## config.mk

```make
export PLATFORM = sky130hd
export DESIGN_NAME = prog_timer
export DESIGN_NICKNAME = d
export VERILOG_FILES = /design/src/rtl/tmr_pkg.sv /design/src/rtl/tmr_divider.sv /design/src/rtl/tmr_edge.sv /design/src/rtl/tmr_core.sv /design/src/rtl/prog_timer.sv
export SDC_FILE = /design/constraint.sdc
export NUM_CORES = 1
export LEC_CHECK = 0
export BUFFER_PORTS_ARGS = -buffer_cell sky130_fd_sc_hd__buf_4
export CAP_MARGIN = 20
export CORE_ASPECT_RATIO = 1.5
export CORE_MARGIN = 10
export CORE_UTILIZATION = 30
export DETAILED_ROUTE_END_ITERATION = 12
export SETUP_SLACK_MARGIN = 0.2
export SLEW_MARGIN = 20
export SYNTH_ARGS = -nofsm -noshare
export SYNTH_HDL_FRONTEND = slang
export SYNTH_SLANG_ARGS = --single-unit
```

## constraint.sdc

```tcl
create_clock -name clk -period 1.45 [get_ports clk]
set_input_delay 0.29 -clock clk [delete_from_list [all_inputs] [get_ports clk]]
set_output_delay 0.29 -clock clk [all_outputs]
set_load 0.02 [all_outputs]
```

## src/rtl/tmr_pkg.sv

```systemverilog
package tmr_pkg;

  localparam logic [1:0] A_DIV  = 2'd0;
  localparam logic [1:0] A_CNT  = 2'd1;
  localparam logic [1:0] A_MOD  = 2'd2;
  localparam logic [1:0] A_CTRL = 2'd3;

  typedef enum logic [1:0] {
    RL_IDLE    = 2'd0,
    RL_LOADING = 2'd1,
    RL_DONE    = 2'd2
  } rl_state_e;

  // Divider bit index chosen by each rate-select code.
  function automatic int unsigned tap_bit(input logic [1:0] rate);
    case (rate)
      2'd0:    tap_bit = 9;
      2'd1:    tap_bit = 3;
      2'd2:    tap_bit = 5;
      default: tap_bit = 7;
    endcase
  endfunction

endpackage

```

## src/rtl/tmr_divider.sv

```systemverilog
module tmr_divider #(
  parameter int DIV_W = 16
) (
  input  logic             clk,
  input  logic             rst_n,
  input  logic             clr_i,
  output logic [DIV_W-1:0] div_o
);

  logic [DIV_W-1:0] div_q;
  logic [DIV_W-1:0] div_d;

  always_comb begin
    if (clr_i) div_d = '0;
    else       div_d = div_q + 1'b1;
  end

  always_ff @(posedge clk or negedge rst_n) begin
    if (!rst_n) div_q <= '0;
    else        div_q <= div_d;
  end

  assign div_o = div_q;

endmodule

```

## src/rtl/tmr_edge.sv

```systemverilog
module tmr_edge #(
  parameter int DIV_W = 16
) (
  input  logic             clk,
  input  logic             rst_n,
  input  logic [DIV_W-1:0] div_i,
  input  logic             en_i,
  input  logic [1:0]       rate_i,
  input  logic             ctrl_wr_i,
  output logic             inc_o,
  output logic             glitch_o,
  output logic             lvl_q_o
);

  localparam int N_TAPS = 4;

  logic [N_TAPS-1:0] taps;
  logic              lvl;
  logic              lvl_q;
  logic              lvl_d;
  logic              cw_q;
  logic              cw_d;

  // One divider tap per rate code
  for (genvar i = 0; i < N_TAPS; i++) begin : g_tap
    localparam int unsigned TB = tmr_pkg::tap_bit(2'(i));
    assign taps[i] = div_i[TB];
  end

  always_comb begin
    lvl   = taps[rate_i] & en_i;
    lvl_d = lvl;
    cw_d  = ctrl_wr_i;
  end

  always_ff @(posedge clk or negedge rst_n) begin
    if (!rst_n) begin
      lvl_q <= 1'b0;
      cw_q  <= 1'b0;
    end else begin
      lvl_q <= lvl_d;
      cw_q  <= cw_d;
    end
  end

  assign inc_o    = lvl_q & ~lvl;
  assign glitch_o = inc_o & cw_q;
  assign lvl_q_o  = lvl_q;

endmodule

```

## src/rtl/tmr_core.sv

```systemverilog
module tmr_core #(
  parameter int CNT_W = 8
) (
  input  logic                clk,
  input  logic                rst_n,
  input  logic                inc_i,
  input  logic                glitch_i,
  input  logic                cnt_we_i,
  input  logic                mod_we_i,
  input  logic [CNT_W-1:0]    wdata_i,
  output logic [CNT_W-1:0]    cnt_o,
  output logic [CNT_W-1:0]    mod_o,
  output logic                irq_o,
  output tmr_pkg::rl_state_e  st_o
);
  import tmr_pkg::*;

  logic [CNT_W-1:0] cnt_q, cnt_d;
  logic [CNT_W-1:0] mod_q, mod_d;
  rl_state_e        st_q, st_d;
  logic             nodly_q, nodly_d;
  logic             pend_q, pend_d;
  logic             irq_q, irq_d;
  logic             fire_now;

  always_comb begin
    cnt_d   = cnt_q;
    mod_d   = mod_q;
    nodly_d = nodly_q;
    case (st_q)
      RL_LOADING: st_d = RL_DONE;
      RL_DONE:    st_d = RL_IDLE;
      default:    st_d = RL_IDLE;
    endcase
    fire_now = (st_q == RL_LOADING) &&  nodly_q;
    pend_d   = (st_q == RL_LOADING) && !nodly_q;
    irq_d    = fire_now | pend_q;

    if (cnt_we_i) begin
      cnt_d = wdata_i;
    end else if (inc_i) begin
      if (cnt_q == {CNT_W{1'b1}}) begin
        cnt_d   = mod_q;
        st_d    = RL_LOADING;
        nodly_d = glitch_i;
      end else begin
        cnt_d = cnt_q + 1'b1;
      end
    end

    if (mod_we_i) mod_d = wdata_i;
  end

  always_ff @(posedge clk or negedge rst_n) begin
    if (!rst_n) begin
      cnt_q   <= '0;
      mod_q   <= '0;
      st_q    <= RL_IDLE;
      nodly_q <= 1'b0;
      pend_q  <= 1'b0;
      irq_q   <= 1'b0;
    end else begin
      cnt_q   <= cnt_d;
      mod_q   <= mod_d;
      st_q    <= st_d;
      nodly_q <= nodly_d;
      pend_q  <= pend_d;
      irq_q   <= irq_d;
    end
  end

  assign cnt_o = cnt_q;
  assign mod_o = mod_q;
  assign irq_o = irq_q;
  assign st_o  = st_q;

endmodule

```

## src/rtl/prog_timer.sv

```systemverilog
module prog_timer #(
  parameter int DIV_W = 16,
  parameter int DW    = 8
) (
  input  logic          clk,
  input  logic          rst_n,
  input  logic [1:0]    bus_addr,
  input  logic          bus_we,
  input  logic [DW-1:0] bus_wdata,
  output logic [DW-1:0] bus_rdata,
  output logic          irq_o
);
  import tmr_pkg::*;

  localparam int CTRL_W = 3;
  localparam int SYNC_N = 2;

  logic [SYNC_N-1:0] rst_sync_q;
  logic              rst_n_s;

  logic [CTRL_W-1:0] ctrl_q, ctrl_d;
  logic              wr_div, wr_cnt, wr_mod, wr_ctrl;
  logic [DIV_W-1:0]  div_val;
  logic [DW-1:0]     cnt_val, mod_val;
  logic              inc, glitch, lvl_q;
  rl_state_e         rl_st;

  // Reset: asserted asynchronously, released after SYNC_N edges
  always_ff @(posedge clk or negedge rst_n) begin
    if (!rst_n) rst_sync_q <= '0;
    else        rst_sync_q <= {rst_sync_q[SYNC_N-2:0], 1'b1};
  end
  assign rst_n_s = rst_sync_q[SYNC_N-1];

  always_comb begin
    wr_div  = bus_we && (bus_addr == A_DIV);
    wr_cnt  = bus_we && (bus_addr == A_CNT);
    wr_mod  = bus_we && (bus_addr == A_MOD);
    wr_ctrl = bus_we && (bus_addr == A_CTRL);
    ctrl_d  = wr_ctrl ? bus_wdata[CTRL_W-1:0] : ctrl_q;
  end

  always_ff @(posedge clk or negedge rst_n_s) begin
    if (!rst_n_s) ctrl_q <= '0;
    else          ctrl_q <= ctrl_d;
  end

  tmr_divider #(.DIV_W(DIV_W)) u_div (
    .clk   (clk),
    .rst_n (rst_n_s),
    .clr_i (wr_div),
    .div_o (div_val)
  );

  tmr_edge #(.DIV_W(DIV_W)) u_edge (
    .clk       (clk),
    .rst_n     (rst_n_s),
    .div_i     (div_val),
    .en_i      (ctrl_q[2]),
    .rate_i    (ctrl_q[1:0]),
    .ctrl_wr_i (wr_ctrl),
    .inc_o     (inc),
    .glitch_o  (glitch),
    .lvl_q_o   (lvl_q)
  );

  tmr_core #(.CNT_W(DW)) u_core (
    .clk      (clk),
    .rst_n    (rst_n_s),
    .inc_i    (inc),
    .glitch_i (glitch),
    .cnt_we_i (wr_cnt),
    .mod_we_i (wr_mod),
    .wdata_i  (bus_wdata),
    .cnt_o    (cnt_val),
    .mod_o    (mod_val),
    .irq_o    (irq_o),
    .st_o     (rl_st)
  );

  always_comb begin
    case (bus_addr)
      A_DIV:   bus_rdata = div_val[DIV_W-1 -: DW];
      A_CNT:   bus_rdata = cnt_val;
      A_MOD:   bus_rdata = mod_val;
      default: bus_rdata = {{(DW-CTRL_W){1'b1}}, ctrl_q};
    endcase
  end

endmodule

```

==> impl_metrics.toml, run 1 <==
[run_status]
outcome = "complete, but fails checks"
failed_checks = "negative setup slack"

[yosys]
yosysWarningCount = 0
muxShareOfSynthArea = 0.114
yosys.area.top_type = "dfrtp_1"
share_of_synthesized_flip_flops_with_an_asynchronous_set_or_reset = 1.00
synth_sequential_area_ratio = 0.482
synth_top_flop_cell = "dfrtp_1"
synthAdderAreaFrac = 0.0110
synth_top_family_by_area = "simple AND/OR/NAND/NOR gates"
synthDominantCellAreaShare = 0.482
synth-xor-area-share = 0.0460
post-synth-top-count-cell = "dfrtp_1"
syn_avg_cell_area_um2 = 10.5
synth_common_cells = "dfrtp_1 (44), nor2_1 (23), nand2_1 (16), mux2_2 (15)"
postSynthRegisterBits = 44
netlist_area_um2 = 2280
synth_simple_gate_area_frac = 0.186
synth_cell_type_count = 48
synth_area_leaders = "dfrtp_1 (48%), mux2_2 (7.4%), xnor2_1 (4.2%), nor2_1 (3.8%), nand2_1 (2.6%)"
synth_edf_count = 0
mappedNetlistNets = 233
syn-instance-count = 218
synth_compound_area_frac = 0.125

[route]
ant_nets = 0
vias = 2124
drt_pre_antenna_iters = 4
finalWirelength_um = 6930
route.detailed.vias_per_inst = 5.05
initial_drc_count = 170
drt-wirelength-per-cell_um = 16.5
drcViolationCount = 0

[finish]
final_cells = 421
layout.nets = 335
post-route-cell-area_um2 = 3750
utilization = 0.512
post_route_cells_drive_above_1_share = 0.564
num_antenna_cells = 0
area.growth.synth_to_final_pct = 64.2

[clocking]
cts_tree = "done"
cts.sinks = 44
htreeDepth = 2
number_of_buffers_inserted_during_clock_tree_synthesis = 5
worst_setup_hold_path_clk_slew_ps = 90
insertion_delay_ps = 300
cts.root.buffer_cell = "clkbuf_8"
ctsLongestPathBuffers = 2

[worst_setup_path]
critPathCaptureType = "primary output"
critPathKind = "flop to primary output"
cp.arrival_ps = 1480
peak_fanout_along_the_critical_path = 8
critical_path.startpoint_type = "flop"
crit_required_ps = 1160

[timing]
maxSlewViolCount = 0
max_clock_freq_ghz = 0.564
finalSetupTns_ps = -3580
setup_viol = 25
finalHoldViolations = 0
timing.clock.skew_ps = 7.17
rsz0062_at_grt = "true"
timing.final.ws_setup_ps = -325
finalCritPeriodShare = 1.22
final_period_minus_worst_setup_slack_ps = 1770

[floorplan]
ioPinCount = 22
core_region_area_um2 = 7320
floorplan.die.height_um = 127
rows = 38
floorplan.initialDensity = 0.312
chipWidth_um = 91.2
die_footprint_um2 = 11600

[hold_path]
worst_hold_check_path_type = "input port to flop"

[placement]
place_inst = 379
placed_area_um2 = 3000
place.gp.congestion = 0.933
dpl.hpwl_um = 4530
port_buffers = 21
post-place-ws_ps = -287

[global_routing]
maximum_number_of_pins_on_one_net_before_global_route_repair = 43
global_route_wire_length_before_repair_um = 10700
grt_use_total = 0.114
globalRouteOverflowTotal = 0
grt_pass1_vias = 2194
grt_antenna_before_repair = 0

[flow_run]
maxCapViolCount = 0

[power_and_ir_drop]
power.density_cell_area_nw_per_um2 = 1250
p_leak_uw = 0.00171
vdd.ir_drop.worst_v = 0.000878
## power breakdown
group	switching (uW)	total (uW)	internal, uW
combinational	962	2160	1200
clock	446	832	386
sequential	236	1680	1440
## state kept, by name (all words and copies together), names as in the netlist, 2 cells and up
name and count:
u_core.cnt_o 8, rst_sync_q 2, ctrl_q 3, u_div.div_o 16, u_core.st_o 2, u_core.mod_o 8
## cell families (layout without fill, tap and decap cells)
| family | count (synthesis) | count (layout) |
|---|---|---|
| flip-flops | 44 | 44 |
| buffers and inverters | 18 | 121 |
| other | 1 | 1 |
| XOR/XNOR | 12 | 12 |
| AO/OA/AOI/OAI | 39 | 39 |
| AND/OR/NAND/NOR | 82 | 82 |
| multiplexers | 20 | 20 |
| adder cells (fa/ha/maj) | 2 | 2 |
## worst max-delay path, stage by stage, from the launching register on
cell     delay, ps
dfrtp_1        400
buf_6          150
mux4_2         480
buf_6          150
## routing by layer
metal,up-vias,track usage,part of all wire
met4,0,0.0592,0.030
met5,-,0,0
met1,1050,0.118,0.37
met3,14,0.0201,0.035
met2,54,0.212,0.56
li1,1006,-,-
## per-stage QoR
step	total power, uW	hold WS [ps]
3_3_place_gp	3070	72.3
6_report	4670	199
3_5_place_dp	3090	74.4
5_1_grt	4920	216
2_1_floorplan	2430	-5.59
4_1_cts	4330	203
## final cells by class
class	instances	area [um2]
fill	652	3570
multi-input combinational	156	1460
sequential	44	1100
timing repair buffer	105	936
tap	100	125
clock buffer	6	82.6
inverter	8	30.0
clock inverter	2	15.0
## cells in the final DEF, fill, tap and decap left out, types with 4 or more instances in the layout
cell type  netlist  routed
mux2_4           0       4
mux2_2          15      11
buf_4            0      71
nand4_1          6       6
nor2_1          23      21
dfrtp_1         44      42
nor4_4           0       4
nand3_1         11       7
nand2_1         16      15
inv_1            8       5
and3_1           4       4
buf_6            1      30
a21oi_1          9       6
nand3_2          0       4
xnor2_1         11       9
clkbuf_8         0       6
## final timing paths
kind                                       from              end  slack (ps)  cells after the start
worst max-delay path            u_core.cnt_o[0]     bus_rdata[0]        -320                      3
worst min-delay path               bus_wdata[7]  u_core.cnt_o[7]         200                      3
worst max register to register        ctrl_q[1]  u_core.cnt_o[4]        -260                      5
worst min register to register    rst_sync_q[1]  u_div.div_o[14]         230                      1
min in group asynchronous         rst_sync_q[1]  u_div.div_o[14]         230                      1
max in group asynchronous         rst_sync_q[1]        ctrl_q[1]         990                      1
## what timing repair did
action / in CTS / in global routing
hold buffers: 1 / 0
gates resized for setup: 56 / 30
endpoints found under the hold margin: 2 / 0
pin swaps: 27 / 19
setup buffers: 25 / 8
endpoints found under the setup margin: 29 / 31
(Power assumes the default switching activity.)
==> run 2: changes to the inputs <==
--- a/config.mk
+++ b/config.mk
@@ -10,6 +10,7 @@
 export CORE_ASPECT_RATIO = 1.5
 export CORE_MARGIN = 10
 export CORE_UTILIZATION = 30
+export CTS_BUF_LIST = sky130_fd_sc_hd__clkbuf_16
 export DETAILED_ROUTE_END_ITERATION = 12
 export SETUP_SLACK_MARGIN = 0.2
 export SLEW_MARGIN = 20
==> impl_metrics.toml, run 2 (synthesis gave the netlist of run 1 again) <==
[run_status]
outcome = "complete, but fails checks"
failed_checks = "negative setup slack"

[worst_setup_path]
critPathKind = "flop to primary output"
crit-reg2reg-capture = "u_core.nodly_q"
peak_fanout_along_the_critical_path = 8
rr_startpoint = "u_core.cnt_o[0]"
ff2ff_setup_slack_ps = -230
crit_chain = "buf_6 > mux4_2 > buf_6"
cp-startpoint = "u_core.cnt_o[0]"
crit_top_cell = "buf_6"
critical_path.startpoint_type = "flop"
cp_num_buf_inv = 2
critPathCaptureType = "primary output"
timing.critical_path.slowest_stage_cell = "mux4_2"
dominant_delay_contributor_by_cell_family_on_the_critical_path = "multiplexers"
slowest_delay_ps = 480
crit_required_ps = 1160
ff2ff_path_depth = 5
cp.arrival_ps = 1460

[global_routing]
grt_antenna_before_repair = 0
maximum_number_of_pins_on_one_net_before_global_route_repair = 43
globalRouteOverflowTotal = 0
grt_use_total = 0.112
grt_pass1_vias = 2160
global_route_wire_length_before_repair_um = 10600

[finish]
layout.nets = 333
nFillCells = 660
num_antenna_cells = 0
area.growth.synth_to_final_pct = 63.5
post_route_cells_drive_above_1_share = 0.552
layout.cells.most_common_list = "buf_4 (70), dfrtp_1 (41), buf_6 (29)"
post-route-cell-area_um2 = 3730
largest_register_ffs = 16
layout.cells.most_common = "buf_4"

[route]
ant_nets = 0
initial_drc_count = 122
drcViolationCount = 0
drt-wirelength-per-cell_um = 16.1
finalWirelength_um = 6740
vias = 2106
route.detailed.vias_per_inst = 5.03
drt_pre_antenna_iters = 4

[floorplan]
die_footprint_um2 = 11600
floorplan.initialDensity = 0.312
chipWidth_um = 91.2
rows = 38
ioPinCount = 22
floorplan.die.height_um = 127
core_region_area_um2 = 7320

[hold_path]
worstHoldEndpoint = "u_core.cnt_o[7]"
worst_hold_check_path_type = "input port to flop"
hold_start = "bus_wdata[7]"
worstHoldPathCells = 3

[timing]
rsz0062_at_grt = "true"
timing.final.ws_setup_ps = -300
maxSlewViolCount = 0
setup_viol = 27
timing.clock.skew_ps = 3.89
finalHoldViolations = 0
finalCritPeriodShare = 1.21
max_clock_freq_ghz = 0.571
final_period_minus_worst_setup_slack_ps = 1750

[clocking]
worst_setup_hold_path_clk_slew_ps = 60
cts_tree = "done"
cts.sinks = 44
insertion_delay_ps = 280
cts.root.buffer_cell = "clkbuf_16"
ctsLongestPathBuffers = 2
number_of_buffers_inserted_during_clock_tree_synthesis = 5
htreeDepth = 2

[placement]
dpl.hpwl_um = 4530
place.gp.congestion = 0.933
placed_area_um2 = 3000
port_buffers = 21

[power_and_ir_drop]
report.power.total_uw = 4780
vdd.ir_drop.worst_v = 0.000858
power.density_cell_area_nw_per_um2 = 1280
p_leak_uw = 0.00171

[flow_run]
maxCapViolCount = 0
## run 2: cell type report
cell class,instances,area (um2),share of cell area
Multi-Input combinational cell,156,1410,0.378
Sequential cell,44,1100,0.296
Timing Repair Buffer,103,917,0.246
Clock buffer,5,125,0.0335
Tap cell,100,125,0.0335
Inverter,8,30.0,0.00805
Clock inverter,3,18.8,0.00503
## run 2: worst min-delay path, cell delays in order
cell	delay (ps)
buf_4	80
nand2_1	40
o31ai_1	50
## run 2: worst max-delay path by stage
| stage | end | slack, ps | depth (start not counted) |
|---|---|---|---|
| 3_5_place_dp | u_core.cnt_o[3] | -290 | 5 |
| 6_report | bus_rdata[0] | -300 | 3 |
| 3_3_place_gp | u_core.cnt_o[3] | -230 | 5 |
| 5_1_grt | bus_rdata[0] | -340 | 3 |
| 4_1_cts | bus_rdata[0] | -310 | 3 |
| 2_1_floorplan | u_core.cnt_o[3] | -230 | 6 |
## run 2: metal layers
metal,vias to the layer above,track usage,part of all wire
met3,14,0.0224,0.035
li1,1002,-,-
met5,-,0,0
met2,48,0.208,0.55
met4,0,0.0537,0.029
met1,1042,0.118,0.39
## run 2: report_power, final
group,internal [uW],switching (uW)
registers,1450,243
logic,1100,880
clock network,632,477
## run 2: metrics by stage
stage | utilization | TNS (ps) | worst slack [ps] | hold WS, ps | std cells
2_1_floorplan | - | -1050 | -232 | -5.59 | 218
3_3_place_gp | 0.410 | -1440 | -232 | 72.3 | 379
3_5_place_dp | 0.410 | -1880 | -287 | 74.4 | 379
4_1_cts | 0.478 | -3280 | -309 | 221 | 406
5_1_grt | 0.510 | -4860 | -336 | 240 | 419
6_report | 0.510 | -3260 | -300 | 223 | 419
## run 2: timing repair
action                     in CTS  in global routing
hold buffers                    1                  0
setup endpoints to repair      29                 31
buffers inserted               18                 13
gates resized for setup        46                 32
pin swaps                      21                 18
cloned                          0                  0
hold endpoints to repair        2                  0
==> run 3: changes to the inputs <==
--- a/config.mk
+++ b/config.mk
@@ -12,6 +12,7 @@
 export CORE_UTILIZATION = 30
 export CTS_BUF_LIST = sky130_fd_sc_hd__clkbuf_16
 export DETAILED_ROUTE_END_ITERATION = 12
+export MAX_ROUTING_LAYER = met4
 export SETUP_SLACK_MARGIN = 0.2
 export SLEW_MARGIN = 20
 export SYNTH_ARGS = -nofsm -noshare
==> impl_metrics.toml, run 3 (synthesis gave the netlist of run 1 again) <==
[floorplan]
core_region_area_um2 = 7320
chipWidth_um = 91.2
floorplan.die.height_um = 127
ioPinCount = 22
floorplan.initialDensity = 0.312
rows = 38
die_footprint_um2 = 11600

[worst_setup_path]
rr_startpoint = "u_core.cnt_o[1]"
critical_path.startpoint_type = "flop"
peak_fanout_along_the_critical_path = 4
cp.arrival_ps = 1470
slowest_delay_ps = 480
critPathCaptureType = "primary output"
crit_chain = "buf_6 > mux4_2 > buf_6"
timing.critical_path.slowest_stage_cell = "mux4_2"
crit-reg2reg-capture = "u_core.cnt_o[5]"
ff2ff_path_depth = 6
crit_top_cell = "buf_6"
ff2ff_setup_slack_ps = -260
crit_required_ps = 1160
critPathKind = "flop to primary output"

[finish]
layout.cells.most_common = "buf_4"
nFillCells = 686
num_antenna_cells = 0
largest_register_ffs = 16
layout.cells.most_common_list = "buf_4 (70), dfrtp_1 (42), buf_6 (26)"
area.growth.synth_to_final_pct = 60.9
layout.nets = 330
post_route_cells_drive_above_1_share = 0.538

[global_routing]
grt_antenna_before_repair = 0
grt_use_total = 0.120
grt_pass1_vias = 2149
global_route_wire_length_before_repair_um = 10800
maximum_number_of_pins_on_one_net_before_global_route_repair = 43
globalRouteOverflowTotal = 0

[flow_run]
maxCapViolCount = 0

[clocking]
insertion_delay_ps = 290
ctsLongestPathBuffers = 2
cts.sinks = 44
worst_setup_hold_path_clk_slew_ps = 60
cts_tree = "done"
number_of_buffers_inserted_during_clock_tree_synthesis = 5
cts.root.buffer_cell = "clkbuf_16"
htreeDepth = 2

[power_and_ir_drop]
vdd.ir_drop.worst_v = 0.000960
power.share.switching = 0.318
seq_power_share = 0.346
clock_network_fraction_of_design_power = 0.258
p_leak_uw = 0.00168
power.density_cell_area_nw_per_um2 = 1330
total_switching_power_uw = 1550
combinationalPowerShare = 0.395
internal-power_uw = 3320

[timing]
rsz0062_at_grt = "true"
timing.final.ws_setup_ps = -309
max_clock_freq_ghz = 0.568
finalHoldViolations = 0
final_period_minus_worst_setup_slack_ps = 1760
timing.clock.skew_ps = 4.93
setup_viol = 24
finalCritPeriodShare = 1.21
maxSlewViolCount = 0
finalHoldWorstSlack_ps = 216

[route]
initial_drc_count = 232
ant_nets = 0
route.detailed.vias_per_inst = 5.07
vias = 2110
drt_pre_antenna_iters = 4
drt-wirelength-per-cell_um = 16.4
finalWirelength_um = 6810
drcViolationCount = 0

[hold_path]
worst_hold_check_path_type = "input port to flop"
worstHoldPathCells = 3
hold_start = "bus_wdata[6]"
worstHoldEndpoint = "u_core.cnt_o[6]"

[run_status]
failed_checks = "negative setup slack"
outcome = "complete, but fails checks"

[placement]
post-place-ws_ps = -279
port_buffers = 21
place.gp.congestion = 0.944
dpl.hpwl_um = 4700
## run 3: power groups by stage
| stage | clock [uW] | sequential (uW) | combinational, uW |
|---|---|---|---|
| final | 1260 | 1690 | 1920 |
| after global routing | 1320 | 1720 | 2070 |
| after CTS | 1290 | 1660 | 1710 |
| after detailed placement | 0 | 1690 | 1410 |
| after global placement | 0 | 1680 | 1390 |
| after floorplan | 0 | 1670 | 760 |
## run 3: worst max path at each step
stage,startpoint,to,slack (ps),cells past startpoint
after floorplan,u_core.cnt_o[0],u_core.cnt_o[3],-230,6
after global placement,ctrl_q[1],u_core.cnt_o[3],-240,5
after detailed placement,ctrl_q[1],u_core.cnt_o[3],-280,5
after CTS,ctrl_q[0],bus_rdata[0],-340,3
after global routing,u_core.cnt_o[0],bus_rdata[0],-330,3
final,u_core.cnt_o[0],bus_rdata[0],-310,3
## run 3: layer usage
layer	vias up	global-route usage	wire length, um	share of wire
met3	17	0.0201	157	0.023
met2	44	0.225	3900	0.57
met4	0	0.0574	195	0.029
li1	990	-	-	-
met5	-	-	0	0
met1	1059	0.116	2560	0.38
## run 3: layout make-up
cell class / count / area (um2) / share of cell area
inverter: 8 / 30.0 / 0.00817
clock buffer: 5 / 125 / 0.0340
clock inverter: 3 / 37.5 / 0.0102
tap: 100 / 125 / 0.0340
multi-input combinational: 156 / 1370 / 0.373
timing repair buffer: 100 / 883 / 0.240
sequential: 44 / 1100 / 0.300
## run 3: per-stage QoR
stage,instance area [um2],utilization,power [uW],TNS [ps],instances
floorplan,2420,-,2430,-1050,218
finish,3670,0.502,4870,-2850,416
detailed placement,2990,0.409,3100,-1820,378
global route,3670,0.502,5100,-4780,416
CTS,3480,0.476,4650,-2790,406
global placement,2990,0.409,3070,-1430,378
## run 3: repair_timing
action / in CTS / in global routing
pin swaps: 26 / 20
hold buffers: 1 / 0
endpoints found under the setup margin: 29 / 31
hold endpoints to repair: 2 / 0
gates resized for setup: 41 / 27
buffers inserted: 19 / 10
## run 3: critical path, delay by kind of cell, from the launching register on
kind / cells / cell delay (ps)
buffers and inverters: 2 / 290
flip-flops: 1 / 410
multiplexers: 1 / 480
